--- src/rtl/gpt_pkg.sv ---
package gpt_pkg;
  typedef enum logic [1:0] {
    MODE_PWM  = 2'd0,
    MODE_CAP  = 2'd1,
    MODE_EVT  = 2'd2,
    MODE_IDLE = 2'd3
  } gpt_mode_e;

  typedef enum logic [1:0] {
    SRC_SYS  = 2'd0,
    SRC_EXTA = 2'd1,
    SRC_EXTB = 2'd2,
    SRC_NONE = 2'd3
  } gpt_src_e;

  // index of each synchronized input in the edge vector
  localparam int IDX_PIN  = 0;
  localparam int IDX_NPIN = 1;
  localparam int IDX_EXTA = 2;
  localparam int IDX_EXTB = 3;
  localparam int N_SYNC   = 4;
endpackage

--- src/rtl/gpt_sync_edge.sv ---
module gpt_sync_edge #(
  parameter int STAGES = 2
) (
  input  logic clk,
  input  logic rst,
  input  logic din,
  output logic rise
);
  localparam int LEN = STAGES + 1;
  logic [LEN-1:0] pipe;

  always_ff @(posedge clk) begin
    if (rst) pipe <= '0;
    else     pipe <= {pipe[LEN-2:0], din};
  end

  // newest synchronized sample high, previous one low
  assign rise = pipe[LEN-2] & ~pipe[LEN-1];
endmodule

--- src/rtl/gpt_tick_sel.sv ---
module gpt_tick_sel
  import gpt_pkg::*;
(
  input  gpt_mode_e mode,
  input  gpt_src_e  src,
  input  logic      a_rise,
  input  logic      b_rise,
  input  logic      pin_rise,
  output logic      tick
);
  always_comb begin
    if (mode == MODE_EVT) begin
      tick = pin_rise;
    end else begin
      unique case (src)
        SRC_SYS:  tick = 1'b1;
        SRC_EXTA: tick = a_rise;
        SRC_EXTB: tick = b_rise;
        default:  tick = 1'b0;
      endcase
    end
  end
endmodule

--- src/rtl/gpt_core.sv ---
module gpt_core
  import gpt_pkg::*;
#(
  parameter int CNT_W = 32
) (
  input  logic             clk,
  input  logic             rst,
  input  logic             en,
  input  gpt_mode_e        mode,
  input  logic [CNT_W-1:0] period,
  input  logic [CNT_W-1:0] width,
  input  logic             tick,
  input  logic             pin_rise,
  input  logic             pin_fall,
  output logic             pin_out,
  output logic             pin_oe,
  output logic             irq,
  output logic [CNT_W-1:0] count,
  output logic [CNT_W-1:0] cap_period,
  output logic [CNT_W-1:0] cap_width,
  output logic             ovf_err
);
  localparam logic [CNT_W-1:0] CNT_MAX = '1;
  localparam logic [CNT_W:0]   ONE_W   = {{CNT_W{1'b0}}, 1'b1};

  logic             run;
  logic             armed;
  logic             wrap;
  logic             at_max;
  logic [CNT_W:0]   inc_w;
  logic [CNT_W-1:0] cnt_next;
  logic [CNT_W-1:0] ticks_so_far;

  assign run          = en && (mode != MODE_IDLE);
  assign inc_w        = {1'b0, count} + ONE_W;
  assign wrap         = inc_w >= {1'b0, period};
  assign at_max       = (count == CNT_MAX);
  assign cnt_next     = !tick ? count : (wrap ? '0 : inc_w[CNT_W-1:0]);
  assign ticks_so_far = (tick && !at_max) ? inc_w[CNT_W-1:0] : count;

  always_ff @(posedge clk) begin
    if (rst) begin
      count      <= '0;
      pin_out    <= 1'b0;
      pin_oe     <= 1'b0;
      irq        <= 1'b0;
      armed      <= 1'b0;
      ovf_err    <= 1'b0;
      cap_period <= '0;
      cap_width  <= '0;
    end else if (!run) begin
      count   <= '0;
      pin_out <= 1'b0;
      pin_oe  <= 1'b0;
      irq     <= 1'b0;
      armed   <= 1'b0;
      ovf_err <= 1'b0;
    end else begin
      irq    <= 1'b0;
      pin_oe <= (mode == MODE_PWM);
      if (mode == MODE_CAP) begin
        pin_out <= 1'b0;
        if (pin_rise) begin
          if (armed) begin
            cap_period <= ticks_so_far;
            irq        <= 1'b1;
          end
          armed <= 1'b1;
          count <= '0;
        end else begin
          if (pin_fall && armed) cap_width <= ticks_so_far;
          if (tick) begin
            if (at_max) ovf_err <= 1'b1;
            else        count   <= inc_w[CNT_W-1:0];
          end
        end
      end else begin
        count   <= cnt_next;
        pin_out <= (mode == MODE_PWM) && (cnt_next < width);
        if (tick && wrap) irq <= 1'b1;
      end
    end
  end

  // a stopped timer never drives the pin high
  assert_out_low_stopped_R8: assert property (@(posedge clk) disable iff (rst)
    !en |=> !pin_out);

  // an interrupt raised while driving PWM coincides with the wrap to zero
  assert_irq_at_wrap_R3: assert property (@(posedge clk) disable iff (rst)
    (irq && pin_oe) |-> (count == '0));

  // the overflow status holds while the timer stays enabled
  assert_ovf_sticky_R7: assert property (@(posedge clk) disable iff (rst)
    (ovf_err && en && mode != MODE_IDLE) |=> ovf_err);

  // between restarts the counter only moves upward
  assert_count_monotonic_R2: assert property (@(posedge clk) disable iff (rst)
    (count != '0) |=> (count == '0) || (count >= $past(count)));
endmodule

--- src/rtl/gp_timer.sv ---
module gp_timer
  import gpt_pkg::*;
#(
  parameter int CNT_W       = 32,
  parameter int SYNC_STAGES = 2
) (
  input  logic             clk,
  input  logic             rst,
  input  logic             cfg_en,
  input  logic [1:0]       cfg_mode,
  input  logic [1:0]       cfg_clksel,
  input  logic [CNT_W-1:0] cfg_period,
  input  logic [CNT_W-1:0] cfg_width,
  input  logic             pin_in,
  input  logic             ext_clk_a,
  input  logic             ext_clk_b,
  output logic             pin_out,
  output logic             pin_oe,
  output logic             irq,
  output logic [CNT_W-1:0] count,
  output logic [CNT_W-1:0] cap_period,
  output logic [CNT_W-1:0] cap_width,
  output logic             ovf_err
);
  logic [N_SYNC-1:0] raw_in;
  logic [N_SYNC-1:0] rise_v;
  logic              tick;
  gpt_mode_e         mode;
  gpt_src_e          src;

  assign mode = gpt_mode_e'(cfg_mode);
  assign src  = gpt_src_e'(cfg_clksel);

  // a falling pin edge is detected as a rising edge of the inverted pin
  always_comb begin
    raw_in           = '0;
    raw_in[IDX_PIN]  = pin_in;
    raw_in[IDX_NPIN] = ~pin_in;
    raw_in[IDX_EXTA] = ext_clk_a;
    raw_in[IDX_EXTB] = ext_clk_b;
  end

  for (genvar gi = 0; gi < N_SYNC; gi++) begin : g_sync
    gpt_sync_edge #(.STAGES(SYNC_STAGES)) u_sync (
      .clk  (clk),
      .rst  (rst),
      .din  (raw_in[gi]),
      .rise (rise_v[gi])
    );
  end

  gpt_tick_sel u_tick (
    .mode     (mode),
    .src      (src),
    .a_rise   (rise_v[IDX_EXTA]),
    .b_rise   (rise_v[IDX_EXTB]),
    .pin_rise (rise_v[IDX_PIN]),
    .tick     (tick)
  );

  gpt_core #(.CNT_W(CNT_W)) u_core (
    .clk        (clk),
    .rst        (rst),
    .en         (cfg_en),
    .mode       (mode),
    .period     (cfg_period),
    .width      (cfg_width),
    .tick       (tick),
    .pin_rise   (rise_v[IDX_PIN]),
    .pin_fall   (rise_v[IDX_NPIN]),
    .pin_out    (pin_out),
    .pin_oe     (pin_oe),
    .irq        (irq),
    .count      (count),
    .cap_period (cap_period),
    .cap_width  (cap_width),
    .ovf_err    (ovf_err)
  );
endmodule

--- config.mk ---
export PLATFORM = sky130hd
export DESIGN_NAME = gp_timer
export DESIGN_NICKNAME = d
export VERILOG_FILES = /design/src/rtl/gpt_pkg.sv /design/src/rtl/gpt_sync_edge.sv /design/src/rtl/gpt_tick_sel.sv /design/src/rtl/gpt_core.sv /design/src/rtl/gp_timer.sv
export SDC_FILE = /design/constraint.sdc
export NUM_CORES = 1
export LEC_CHECK = 0
export ABC_AREA = 1
export CAP_MARGIN = 20
export CORE_MARGIN = 5
export CORE_UTILIZATION = 51
export DETAILED_ROUTE_END_ITERATION = 8
export PLACE_DENSITY = 0.88
export SLEW_MARGIN = 20
export SYNTH_ARGS = -nofsm -noshare
export SYNTH_HDL_FRONTEND = slang
export SYNTH_HIERARCHICAL = 1
export SYNTH_SLANG_ARGS = --single-unit
--- constraint.sdc ---
create_clock -name clk -period 5.4 [get_ports clk]
set_input_delay 1.08 -clock clk [delete_from_list [all_inputs] [get_ports clk]]
set_output_delay 1.08 -clock clk [all_outputs]
set_load 0.02 [all_outputs]
* Word-level counts from Yosys, hierarchy flattened
Cells that the tools add are included.
Widths: inputs -> output; s select.
** Storage, ports and cells
- Register bits :: 113
- Input port bits :: 74
- Output and inout port bits :: 100
- Word-level logic and storage cells :: 62
** Cells by class
- Add/sub/neg operators :: 1
- Order comparisons :: 2
- Equal/unequal tests :: 8
- Muxes and demuxes :: 13
- Bitwise operators :: 11
- Reductions and logical operators :: 15
** Operators with widths (number)
- $mux 32 :: 7
- $add 32x1->33 const B :: 1
- $ge 33x32->1 :: 1
- $eq 32x32->1 const B :: 1
- $lt 32x32->1 :: 1
- $reduce_and 4->1 :: 3
- $not 1->1 :: 7
- $logic_and 1x1->1 :: 5
- $mux 1 :: 5
- $and 1x1->1 :: 4
- $eq 2x1->1 const B :: 2
- $eq 2x2->1 const B :: 2
- $logic_not 2->1 :: 2
- $reduce_and 2->1 :: 2
- $ne 3x2->1 const B :: 1
- $ne 3x3->1 const B :: 1
- $pmux 1 s3 :: 1
- $reduce_or 3->1 :: 1
- $ne 2x2->1 const B :: 1
- $reduce_or 2->1 :: 1
- $logic_not 1->1 :: 1

* Logic depth before layout (Yosys ltp)
- Word-level depth :: 7
- Gate-level depth with buffers :: 32
- Mapped depth without buffers :: 31

* Hierarchy
Netlist, hierarchy kept.
** By module, submodules not included
- gpt_core :: times used 1, cells an instance 1033, area an instance 6765.2 sq um, sequential area each 2021.9 sq um
- gpt_sync_edge :: times used 4, cells an instance 10, area an instance 86.3 sq um, sequential area each 60.1 sq um
- gpt_tick_sel :: times used 1, cells an instance 10, area an instance 41.3 sq um, sequential area each 0.0 sq um
- gp_timer :: times used 1, cells an instance 1, area an instance 3.8 sq um, sequential area each 0.0 sq um

* Least setup slack after synthesis
OpenSTA, ideal clock, no wires.
- Path kind :: register to register
- Start point :: register u_core.count[2]
- End point :: register u_core.pin_out
- Setup time :: 0.070 ns
- Data arrival time :: 4.119 ns
- Data required time :: 5.330 ns
- Slack :: 1.212 ns
- Cell stages (with the launch flop) :: 29
- Path buffers :: 1
- Period minus slack after synthesis :: 4.188 ns
- Cells stage by stage :: dfxtp_1 > clkinv_1 > nor3_4 > inv_2 > nor3_4 > nand2_2 > nor3_2 > nand2_2 > nor2_4 > nand2_2 > xor2_1 > inv_1 > ha_1 > nand4_1 > nor2_1 > nand3_1 > nor2_1 > nand2_1 > nand2_1 > clkbuf_1 > o22ai_1 > ha_1 > nand2_1 > nor2_1 > a211oi_1 > o221ai_1 > nand2_1 > nand4_1 > a21oi_1
** On the way
- Longest elaborated chain between the ends :: 6
** Ends and longest elaborated chain
- start: declaration :: line gpt_core.sv:18 : output logic [CNT_W-1:0] count,
- start signal: assignment :: line gpt_core.sv:74 : else count <= inc_w[CNT_W-1:0];
- start signal: assignment :: line gpt_core.sv:78 : count <= cnt_next;
- $add 32x1->33 :: line gpt_core.sv:35 : assign inc_w = {1'b0, count} + ONE_W;
- $ge 33x32->1 :: line gpt_core.sv:36 : assign wrap = inc_w >= {1'b0, period};
- $mux 32 :: line gpt_core.sv:38 : assign cnt_next = !tick ? count : (wrap ? '0 : inc_w[CNT_W-1:0]);
- $mux 32 (*) :: line gpt_core.sv:38
- $lt 32x32->1 (*) :: line gpt_core.sv:79 : pin_out <= (mode == MODE_PWM) && (cnt_next < width);
- $logic_and 1x1->1 (*) :: line gpt_core.sv:79
- end signal: assignment :: line gpt_core.sv:79
- end: declaration :: line gpt_core.sv:15 : output logic pin_out,
Mark *: on every way between the ends. The rest lies on a longest branch, timed or not.
A chain may end at the register's enable or synchronous reset.

* Worst setup path after layout
- Start point :: register u_core.count[0]
- End point :: register u_core.pin_out
Same word-level chain as after synthesis.

==> reports/results.tsv <==
metric	value	unit
root_buffer	clkbuf_16	
synth_fa_ha_area_share	11.2	%
utilization	70.1	%
dieWidth	128	µm
worstPathRequired	5.70	ns
rsz0062_at_grt	no	
synth-warning-count	6	
postSynth.asyncResetShare	0	%
clkSinkCount	113	
p_int	1.77	mW
power_frac_clock	55.0	%
cap_violations	0	
antenna_found_initial	0	
hold_violations	0	
multi_input_area	3950	µm²
wl_met2	11300	µm
wl_met1	9430	µm
synth-compound-area-share	17.3	%
finalCritPeriodShare	92.5	%
drt-wirelength-per-cell	16.9	µm
critPathLaunchType	register	
ios	174	
dieArea	16500	µm²
p_seq_share	37.1	%
synth-edff-count	0	
firstDrtPassIters	6	
viasPerCell	5.47	
seqCellArea	2260	µm²
setup_tns	0	ns
fillers	1122	
core-area	13800	µm²
numCtsBuffers	17	
yosys.cell_types.count	39	
arrival	5.29	ns
ir_drop	0.227	mV
dpl.hpwl	17600	µm
fin_worst_skew	0.00850	ns
port_buffers	173	
dr_total_vias	7863	
cp-end-kind	register	
total_power	2.27	mW
finalCriticalPeriod	5.00	ns
drtIter0Drc	855	
ff2ff_path_depth	23	
diodes	0	
holdBufCountCts	0	
hold_class	register to register	
synthCells	1084	
crit_fanout	17	
leakage	4.65	nW
syn_nets	1222	
synthToLayoutAreaGrowth	35.5	%
synth_top_area_share	31.6	%
worst_pin_slew	0.784	ns
synthesis.area	7160	µm²
hold_slack	0.409	ns
synthMuxAreaShare	0	%
switching_share	22.0	%
synth_area_leaders	dfxtp_1 (32%), ha_1 (11%), inv_1 (11%), nand2_1 (10%), nor2_1 (7.8%)	
synth_xor_area_share	3.29	%
drtAntennaViolNets	0	
gp_congestion	0.970	
whs_path_depth	2	
synth_top_family_by_area	simple AND/OR/NAND/NOR gates	
drv_slew	0	
insertion_delay	0.41	ns
cts-htree-levels	4	
status	finished, final reports clean	
yosys.area.top_type	dfxtp_1	
slew_headroom	47.7	%
grt_usage	28.7	%
power_frac_comb	7.9	%
cts_max_path_buffers	2	
postSynthAreaPerCell	6.60	µm²
grt_pass1_vias	7630	
routed.top_layer	met4	
fin_nets	1384	
cts_tree	built	
clock.fmax	200	MHz
synthTopCellsByCount	inv_1 (208), nand2_1 (191), nor2_1 (148)	
drive_gt1_share	5.88	%
clk_pin_slew_worst_paths	0.05	ns
overflow	0	
finalWirelength	24300	µm
yosysMostFrequentCell	inv_1	
grt_pass1_wl	37500	µm
ys_seq_area_share	31.6	%
start_util	51.8	%
setup_viol	0	
power.density	234	nW/µm²
drcViolationCount	0	
grt_max_degree	50	
ys_ff_latch	113	
fp-row-count	43	
route.met3.wl	2260	µm
die_y	128	µm
synthSimpleGateAreaFrac	23.2	%
synth_ff_type	dfxtp_1	
power.switching	499	µW
critical_path_class	register to register	
cell type report:
class | instances | area share [%]
timing repair buffer | 181 | 18.5
inverter | 217 | 8.40
tap | 180 | 2.32
clock buffer | 22 | 4.89
clock inverter | 9 | 1.85
sequential | 113 | 23.3
multi-input combinational | 716 | 40.7
power groups by stage:
stage,Clock (mW),Sequential (mW),Combinational (mW)
5_1_grt,1.29,0.841,0.194
2_1_floorplan,0,0.859,0.0853
3_3_place_gp,0,0.858,0.170
4_1_cts,1.25,0.841,0.175
3_5_place_dp,0,0.858,0.173
6_report,1.25,0.841,0.179
final timing paths:
path	start	endpoint	slack (ns)
min reg2reg	g_sync[1].u_sync/pipe[0]$_SDFF_PP0_	g_sync[1].u_sync/pipe[1]$_SDFF_PP0_	0.41
min	g_sync[1].u_sync/pipe[0]$_SDFF_PP0_	g_sync[1].u_sync/pipe[1]$_SDFF_PP0_	0.41
max reg2reg	u_core/count[0]$_SDFFE_PP0P_	u_core/pin_out$_SDFF_PP0_	0.40
max	u_core/count[0]$_SDFFE_PP0P_	u_core/pin_out$_SDFF_PP0_	0.40
cells in the final DEF (no fill, tap or decap), types with 3 or more instances in the layout:
cell type / instances
a211oi_1: 3
a21oi_1: 95
buf_4: 8
bufinv_16: 5
clkbuf_16: 17
clkbuf_8: 3
clkdlybuf4s50_1: 173
dfxtp_1: 113
ha_1: 64
inv_1: 208
inv_2: 8
nand2_1: 190
nand2_2: 5
nand3_1: 16
nand4_1: 9
nor2_1: 145
nor2_2: 7
nor2_4: 3
nor3_1: 10
nor4_1: 4
o21ai_0: 86
o21ai_1: 8
o21ai_2: 3
o22ai_1: 24
xor2_1: 25
critical path: stages, from the launching register on:
cell and delay, ns:
dfxtp_1 0.48, ha_1 0.24, nand2_1 0.09, nor2_2 0.12
nand2_1 0.17, nor2_4 0.20, nand3_2 0.13, nor2_4 0.16
nand3_1 0.10, xor2_1 0.29, inv_1 0.09, ha_1 0.30
a21o_1 0.16, a21oi_1 0.14, nand3_1 0.09, a21oi_1 0.34
nand3_4 0.31, o21ai_1 0.36, ha_1 0.22, nand4_1 0.14
nor3_1 0.29, nand2_1 0.09, nor4b_1 0.27, a21oi_1 0.11
what timing repair did:
| action | in CTS | in global routing |
|---|---|---|
| endpoints found under the setup margin | 0 | 1 |
| resized for setup | 0 | 4 |
| buffers inserted | 0 | 0 |
cells by family (layout without fill, tap and decap cells):
group,count (synthesis),count (layout)
AO/OA/AOI/OAI,229,229
adder cells (fa/ha/maj),64,64
flip-flops,113,113
AND/OR/NAND/NOR,397,397
buffers and inverters,255,429
XOR/XNOR,26,26
registers in the layout, indices dropped and copies added (netlist names):
signal	cells
u_core/armed	1
g_sync.u_sync/pipe	12
u_core/cap_period	32
u_core/irq	1
u_core/cap_width	32
u_core/count	32
u_core/pin_out	1
u_core/ovf_err	1
u_core/pin_oe	1
routing by layer:
metal  global-route usage [%]  up-vias
li1                         -     3751
met1                     34.6     3558
met2                     47.9      464
met3                     6.56       90
met4                     14.5        0
met5                        0        -
stage by stage:
stage	instances	instance area (µm²)	setup WS, ns
3_3_place_gp	1407	9030	0.494
5_1_grt	1438	9690	0.0412
4_1_cts	1438	9680	0.386
6_report	1438	9690	0.405
3_5_place_dp	1407	9030	0.403
2_1_floorplan	1084	7160	1.21
No activity file was read; power rests on OpenSTA's default activity.
